## src/rtl/led_status_pkg.sv

```systemverilog
package led_status_pkg;
  typedef logic [7:0] lvl_t;

  localparam lvl_t LVL_FULL = 8'hFF;

  function automatic lvl_t lvl_max(input lvl_t a, input lvl_t b);
    return (a > b) ? a : b;
  endfunction
endpackage

```

## src/rtl/led_base_pattern.sv

```systemverilog
module led_base_pattern
  import led_status_pkg::*;
#(
  parameter longint unsigned CLK_HZ       = 100_000_000,
  parameter int unsigned     HB_FLASH_MS  = 80,
  parameter int unsigned     HB_GAP_MS    = 160,
  parameter int unsigned     HB_PERIOD_MS = 1000,
  parameter int unsigned     BREATH_MS    = 2000,
  parameter int unsigned     BREATH_PEAK  = 48,
  parameter int unsigned     HB_LEVEL     = 255
) (
  input  logic clk,
  input  logic rst_n,
  input  logic ready_i,
  output lvl_t level_o,
  output lvl_t breath_lvl_o
);
  localparam longint unsigned HB_CYC    = (CLK_HZ * HB_PERIOD_MS) / 1000;
  localparam longint unsigned FLASH_CYC = (CLK_HZ * HB_FLASH_MS) / 1000;
  localparam longint unsigned GAP_CYC   = (CLK_HZ * HB_GAP_MS) / 1000;
  localparam longint unsigned STEP_RAW  = (CLK_HZ * BREATH_MS) / (2000 * longint'(BREATH_PEAK));
  localparam longint unsigned STEP_CYC  = (STEP_RAW == 0) ? 1 : STEP_RAW;
  localparam int HB_W = (HB_CYC > 1) ? $clog2(HB_CYC) : 1;
  localparam int ST_W = (STEP_CYC > 1) ? $clog2(STEP_CYC) : 1;

  logic [HB_W-1:0] hb_q, hb_d;
  logic [ST_W-1:0] st_q, st_d;
  lvl_t            br_q, br_d;
  lvl_t            lvl_q, lvl_d;
  logic            up_q, up_d;
  logic            hb_wrap, st_wrap, flash;

  always_comb begin
    hb_wrap = (hb_q == HB_W'(HB_CYC - 1));
    hb_d    = hb_wrap ? '0 : hb_q + 1'b1;
    flash   = (hb_q < HB_W'(FLASH_CYC)) ||
              ((hb_q >= HB_W'(GAP_CYC)) && (hb_q < HB_W'(GAP_CYC + FLASH_CYC)));

    st_wrap = (st_q == ST_W'(STEP_CYC - 1));
    st_d    = st_wrap ? '0 : st_q + 1'b1;

    br_d = br_q;
    up_d = up_q;
    if (st_wrap) begin
      if (up_q) begin
        if (br_q >= lvl_t'(BREATH_PEAK)) begin
          up_d = 1'b0;
          br_d = br_q - 1'b1;
        end else begin
          br_d = br_q + 1'b1;
        end
      end else begin
        if (br_q == '0) begin
          up_d = 1'b1;
          br_d = br_q + 1'b1;
        end else begin
          br_d = br_q - 1'b1;
        end
      end
    end

    lvl_d = ready_i ? br_q : (flash ? lvl_t'(HB_LEVEL) : '0);
  end

  always_ff @(posedge clk or negedge rst_n) begin
    if (!rst_n) begin
      hb_q  <= '0;
      st_q  <= '0;
      br_q  <= '0;
      up_q  <= 1'b1;
      lvl_q <= '0;
    end else begin
      hb_q  <= hb_d;
      st_q  <= st_d;
      br_q  <= br_d;
      up_q  <= up_d;
      lvl_q <= lvl_d;
    end
  end

  assign level_o      = lvl_q;
  assign breath_lvl_o = br_q;
endmodule

```

## src/rtl/led_accent.sv

```systemverilog
module led_accent #(
  parameter longint unsigned HOLD_CYC = 5_000_000,
  parameter int unsigned     N_SRC    = 5
) (
  input  logic             clk,
  input  logic             rst_n,
  input  logic [N_SRC-1:0] stb_i,
  output logic             act_o
);
  localparam int AC_W = $clog2(HOLD_CYC + 1);

  logic [AC_W-1:0] cnt_q, cnt_d;
  logic            hit;

  always_comb begin
    hit = |stb_i;
    if (hit)
      cnt_d = AC_W'(HOLD_CYC);
    else if (cnt_q != '0)
      cnt_d = cnt_q - 1'b1;
    else
      cnt_d = cnt_q;
  end

  always_ff @(posedge clk or negedge rst_n) begin
    if (!rst_n) cnt_q <= '0;
    else        cnt_q <= cnt_d;
  end

  assign act_o = (cnt_q != '0);
endmodule

```

## src/rtl/led_pwm.sv

```systemverilog
module led_pwm
  import led_status_pkg::*;
(
  input  logic clk,
  input  logic rst_n,
  input  lvl_t bright_i,
  output logic led_o
);
  lvl_t cnt_q, cnt_d;
  logic led_q, led_d;

  always_comb begin
    cnt_d = cnt_q + 1'b1;
    led_d = (cnt_q < bright_i);
  end

  always_ff @(posedge clk or negedge rst_n) begin
    if (!rst_n) begin
      cnt_q <= '0;
      led_q <= 1'b0;
    end else begin
      cnt_q <= cnt_d;
      led_q <= led_d;
    end
  end

  assign led_o = led_q;
endmodule

```

## src/rtl/led_status_layer.sv

```systemverilog
module led_status_layer
  import led_status_pkg::*;
#(
  parameter longint unsigned CLK_HZ       = 100_000_000,
  parameter int unsigned     HB_FLASH_MS  = 80,
  parameter int unsigned     HB_GAP_MS    = 160,
  parameter int unsigned     HB_PERIOD_MS = 1000,
  parameter int unsigned     BREATH_MS    = 2000,
  parameter int unsigned     BREATH_PEAK  = 48,
  parameter int unsigned     HB_LEVEL     = 255,
  parameter int unsigned     ACCENT_MS    = 50,
  parameter int unsigned     ACCENT_LEVEL = 255,
  parameter int unsigned     N_RF         = 2
) (
  input  logic            clk,
  input  logic            rst_n,
  input  logic            time_valid_i,
  input  logic            pcie_en_i,
  input  logic            pcie_link_i,
  input  logic            pcie_sync_i,
  input  logic            eth_en_i,
  input  logic            eth_link_i,
  input  logic            pps_stb_i,
  input  logic [N_RF-1:0] rf_stb_i,
  input  logic            eth_rx_stb_i,
  input  logic            eth_tx_stb_i,
  output logic            led_o
);
  localparam longint unsigned ACC_CYC = (CLK_HZ * ACCENT_MS) / 1000;
  localparam int unsigned     N_SRC   = N_RF + 3;

  logic             pcie_ok, eth_ok, ready;
  logic [N_SRC-1:0] acc_src;
  logic             accent_act;
  lvl_t             base_lvl, breath_lvl, accent_lvl, bright;

  always_comb begin
    pcie_ok    = !pcie_en_i || (pcie_link_i && pcie_sync_i);
    eth_ok     = !eth_en_i || eth_link_i;
    ready      = time_valid_i && pcie_ok && eth_ok;
    acc_src    = {eth_tx_stb_i, eth_rx_stb_i, rf_stb_i, pps_stb_i};
    accent_lvl = accent_act ? lvl_t'(ACCENT_LEVEL) : '0;
    bright     = lvl_max(base_lvl, accent_lvl);
  end

  led_base_pattern #(
    .CLK_HZ      (CLK_HZ),
    .HB_FLASH_MS (HB_FLASH_MS),
    .HB_GAP_MS   (HB_GAP_MS),
    .HB_PERIOD_MS(HB_PERIOD_MS),
    .BREATH_MS   (BREATH_MS),
    .BREATH_PEAK (BREATH_PEAK),
    .HB_LEVEL    (HB_LEVEL)
  ) u_base (
    .clk         (clk),
    .rst_n       (rst_n),
    .ready_i     (ready),
    .level_o     (base_lvl),
    .breath_lvl_o(breath_lvl)
  );

  led_accent #(
    .HOLD_CYC(ACC_CYC),
    .N_SRC   (N_SRC)
  ) u_accent (
    .clk  (clk),
    .rst_n(rst_n),
    .stb_i(acc_src),
    .act_o(accent_act)
  );

  led_pwm u_pwm (
    .clk     (clk),
    .rst_n   (rst_n),
    .bright_i(bright),
    .led_o   (led_o)
  );
endmodule

```

## config.mk

```make
export PLATFORM = sky130hd
export DESIGN_NAME = led_status_layer
export DESIGN_NICKNAME = d
export VERILOG_FILES = /design/src/rtl/led_status_pkg.sv /design/src/rtl/led_base_pattern.sv /design/src/rtl/led_accent.sv /design/src/rtl/led_pwm.sv /design/src/rtl/led_status_layer.sv
export SDC_FILE = /design/constraint.sdc
export NUM_CORES = 1
export LEC_CHECK = 0
export BUFFER_PORTS_ARGS = -buffer_cell sky130_fd_sc_hd__buf_2
export CAP_MARGIN = 20
export CORE_MARGIN = 2
export CORE_UTILIZATION = 58
export CTS_CLUSTER_DIAMETER = 50
export DETAILED_ROUTE_END_ITERATION = 8
export GPL_ROUTABILITY_DRIVEN = 0
export PLACE_DENSITY = 0.72
export SLEW_MARGIN = 20
export SYNTH_ARGS = -nofsm -noshare
export SYNTH_HDL_FRONTEND = slang
export SYNTH_SLANG_ARGS = --single-unit
```

## constraint.sdc

```tcl
create_clock -name clk -period 5.1 [get_ports clk]
set_input_delay 1.02 -clock clk [delete_from_list [all_inputs] [get_ports clk]]
set_output_delay 1.02 -clock clk [all_outputs]
set_load 0.02 [all_outputs]
```

==> qor.yml <==
finalNetCount: 584
grt-ovfl-total: 0
use_met3: 0.0274
timing_worst_setup_path_type: "reg2reg"
die_outline_area_um2: 9820
ir_drop_mv: 0.119
htreeDepth: 3
postRouteAntennaNets: 0
final_max_slew_viol_count: 0
wire_length_of_the_first_global_routing_pass_um: 17300
synth_enable_flop_cells: 0
fill_cells: 700
detailedPlacementHpwl_um: 7000
rsz0062_at_grt: "false"
die_width_um: 99.1
insertion_delay_ps: 370
top_cells_by_count_synth: "sky130_fd_sc_hd__dfrtp_1, sky130_fd_sc_hd__nor2_1, sky130_fd_sc_hd__xor2_1"
worst_pin_slew_ps: 1010
syn_avg_cell_area_um2: 10.0
path_clk_slew_ps: 110
antenna_cells_inserted: 0
worstHoldPathType: "reg2reg"
route.detailed.wl_per_inst_um: 15.1
final_period_minus_worst_setup_slack_ps: 4730
worst_setup_path_end_kind: "flip-flop"
placeableCoreArea_um2: 8760
syn_area_um2: 5250
std_cell_rows: 34
number_of_antenna_violations_at_the_first_check_in_global_routing: 0
fin_hold_ws_ps: 485
worstSetupEndpoint: "u_pwm.led_o"
synth-seq-area-share: 0.463
grt_util_met1: 0.293
power.leakage_uw: 0.00255
final_hold_viol_count: 0
synth_seq_cells: 97
route.vias.total: 3861
ys_dominant_reg_cell: "sky130_fd_sc_hd__dfrtp_1"
grt.busiest_layer: "met2"
area_growth_syn_to_layout_pct: 8.11
clk_root_buffer_cell: "sky130_fd_sc_hd__clkbuf_8"
crit_required_ps: 5400
route.detailed.drc: 0
worstReg2RegStart: "u_accent.cnt_q[0]"
grt_util_met2: 0.344
yosysMostFrequentCell: "sky130_fd_sc_hd__dfrtp_1"
route.detailed.vias_per_inst: 5.86
status: "finished, final reports clean"
clk_path_buf_depth: 2
postSynth.asyncResetShare: 1.00
post_route_cells_drive_above_1_share: 0.0907
drtPass1Iterations: 4
cts_tree: "yes"
total_nets_after_synthesis: 562
fin_setup_tns_ps: 0
top_level_ports: 14
initial_utilization: 0.599
worst_ep_arrival_time_ps: 5030
placed_instance_area_um2: 5430
max-slew-margin-rel: 0.321
finalSetupViolCount: 0
die_boundary_height_um: 99.1
largest_net_degree_at_the_start_of_global_routing: 56
synth_cell_types: 55
fmaxAchievable_ghz: 0.211
setup.worst_path.start_class: "flip-flop"
power_density_nw_per_um2: 239
timing.critical_path.fanout_max: 10
drv_cap: 0
post_synth_main_area_contributors: "sky130_fd_sc_hd__dfrtp_1, sky130_fd_sc_hd__xor2_1, sky130_fd_sc_hd__ha_1"
worst_r2r_path_depth: 18
post-synth-top-area-fraction: 0.458
startpoint: "u_accent.cnt_q[0]"
initialDrtViolationCount: 116
cts_sink_cnt: 97
fin_area_um2: 5670
route.final.wire_length_um: 9920
number_of_buffers_inserted_during_clock_tree_synthesis: 9
yosys_warnings: 0
worst_clock_skew_ps: 21.0
finalCritPeriodShare: 0.927
via_count_of_the_first_global_routing_pass: 3859
grt_util_all_layers: 0.214
post-synth-top-area-cell: "sky130_fd_sc_hd__dfrtp_1"
r2r_setup_slk_ps: 370
port_buffers: 13
post_synth_inst_count: 524
crit-reg2reg-capture: "u_pwm.led_o"
stage by stage:
stage                      util  setup slack [ps]  power (µW)  std cells
after detailed placement  0.620               158         847        638
after floorplan               -               605         818        524
after global routing      0.647              80.5        1400        659
after CTS                 0.643               130        1360        654
final                     0.647               371        1350        659
after global placement    0.620               415         845        638
kinds of logic (layout without fill, tap and decap cells):
| logic type | count (synthesis) | in the layout | share of synthesized area |
|---|---|---|---|
| simple gates | 239 | 239 | 0.249 |
| flops | 97 | 97 | 0.463 |
| xor+xnor | 67 | 67 | 0.112 |
| compound gates | 54 | 54 | 0.0701 |
| buf+inv | 30 | 57 | 0.0231 |
| fa+ha+maj | 25 | 25 | 0.0596 |
| mux | 12 | 12 | 0.0234 |
final cells by class:
| type | count | area (µm²) | share of cell area |
|---|---|---|---|
| Multi-Input combinational cell | 397 | 2710 | 0.477 |
| Inverter | 20 | 75.1 | 0.0132 |
| Clock inverter | 5 | 62.6 | 0.0110 |
| Clock buffer | 11 | 141 | 0.0249 |
| Timing Repair Buffer | 21 | 125 | 0.0221 |
| Tap cell | 108 | 135 | 0.0238 |
| Sequential cell | 97 | 2430 | 0.428 |
critical path, cell delays in order (launching register included):
cell	delay, ps
sky130_fd_sc_hd__dfrtp_1	390
sky130_fd_sc_hd__inv_1	120
sky130_fd_sc_hd__ha_1	180
sky130_fd_sc_hd__or3b_2	440
sky130_fd_sc_hd__or4_4	640
sky130_fd_sc_hd__nor3_4	300
sky130_fd_sc_hd__buf_4	180
sky130_fd_sc_hd__ha_1	230
sky130_fd_sc_hd__nor2b_1	130
sky130_fd_sc_hd__o211ai_1	160
sky130_fd_sc_hd__a211oi_1	150
sky130_fd_sc_hd__nor2_2	400
sky130_fd_sc_hd__mux2i_1	260
sky130_fd_sc_hd__ha_1	260
sky130_fd_sc_hd__and4_1	220
sky130_fd_sc_hd__a21o_1	190
sky130_fd_sc_hd__a211oi_1	170
sky130_fd_sc_hd__nand4bb_1	130
sky130_fd_sc_hd__nand3_1	90
cells in the final DEF, fill, tap and decap left out, types with 4 or more instances in the layout:
cell type	count
sky130_fd_sc_hd__dfrtp_1	96
sky130_fd_sc_hd__nor2_1	62
sky130_fd_sc_hd__xor2_1	42
sky130_fd_sc_hd__nand3_1	36
sky130_fd_sc_hd__nand2_1	28
sky130_fd_sc_hd__xnor2_1	25
sky130_fd_sc_hd__ha_1	25
sky130_fd_sc_hd__nand4_1	21
sky130_fd_sc_hd__inv_1	19
sky130_fd_sc_hd__nor3_1	13
sky130_fd_sc_hd__o21ai_0	13
sky130_fd_sc_hd__buf_2	12
sky130_fd_sc_hd__and3_1	10
sky130_fd_sc_hd__a21o_1	10
sky130_fd_sc_hd__mux2i_1	10
sky130_fd_sc_hd__clkbuf_8	10
sky130_fd_sc_hd__and4_1	9
sky130_fd_sc_hd__or3_1	9
sky130_fd_sc_hd__a21oi_1	9
sky130_fd_sc_hd__buf_4	8
sky130_fd_sc_hd__nor4_1	7
sky130_fd_sc_hd__nand3b_1	6
sky130_fd_sc_hd__or4_1	5
sky130_fd_sc_hd__nor4b_1	5
sky130_fd_sc_hd__o211ai_1	5
sky130_fd_sc_hd__and2_1	4
sky130_fd_sc_hd__nor2b_1	4
sky130_fd_sc_hd__o31ai_1	4
state kept, by name (all words and copies together) (netlist names):
| name | cells |
|---|---|
| u_accent.cnt_q | 23 |
| u_base.breath_lvl_o | 8 |
| u_base.level_o | 8 |
| u_pwm.cnt_q | 8 |
| u_base.hb_q | 27 |
| u_base.st_q | 21 |
| u_base.up_q | 1 |
| u_pwm.led_o | 1 |
repair_timing:
| item | CTS | global route |
|---|---|---|
| setup buffers | 0 | 4 |
| hold buffers | 0 | 0 |
| endpoints found under the setup margin | 0 | 1 |
| gates resized for setup | 0 | 1 |
layer usage:
| metal | up-vias | routed length (µm) | part of all wire |
|---|---|---|---|
| li1 | 1919 | - | - |
| met1 | 1860 | 4820 | 0.49 |
| met2 | 66 | 4630 | 0.47 |
| met3 | 16 | 324 | 0.033 |
| met4 | 0 | 151 | 0.015 |
| met5 | - | 0 | 0 |
worst min-delay path by stage:
stage / cells past startpoint / start / slack (ps) / end
finish: 2 / u_base.up_q / 490 / u_base.up_q
CTS: 2 / u_base.up_q / 490 / u_base.up_q
global placement: 2 / u_base.up_q / 460 / u_base.up_q
floorplan: 2 / u_base.up_q / 450 / u_base.up_q
global route: 2 / u_base.up_q / 510 / u_base.up_q
detailed placement: 2 / u_base.up_q / 460 / u_base.up_q
where the power goes:
part	total [µW]	switching [µW]	internal [µW]
sequential	777	3.96	773
clock	524	279	244
combinational	53.9	34.9	19.1
(Power assumes the default switching activity.)
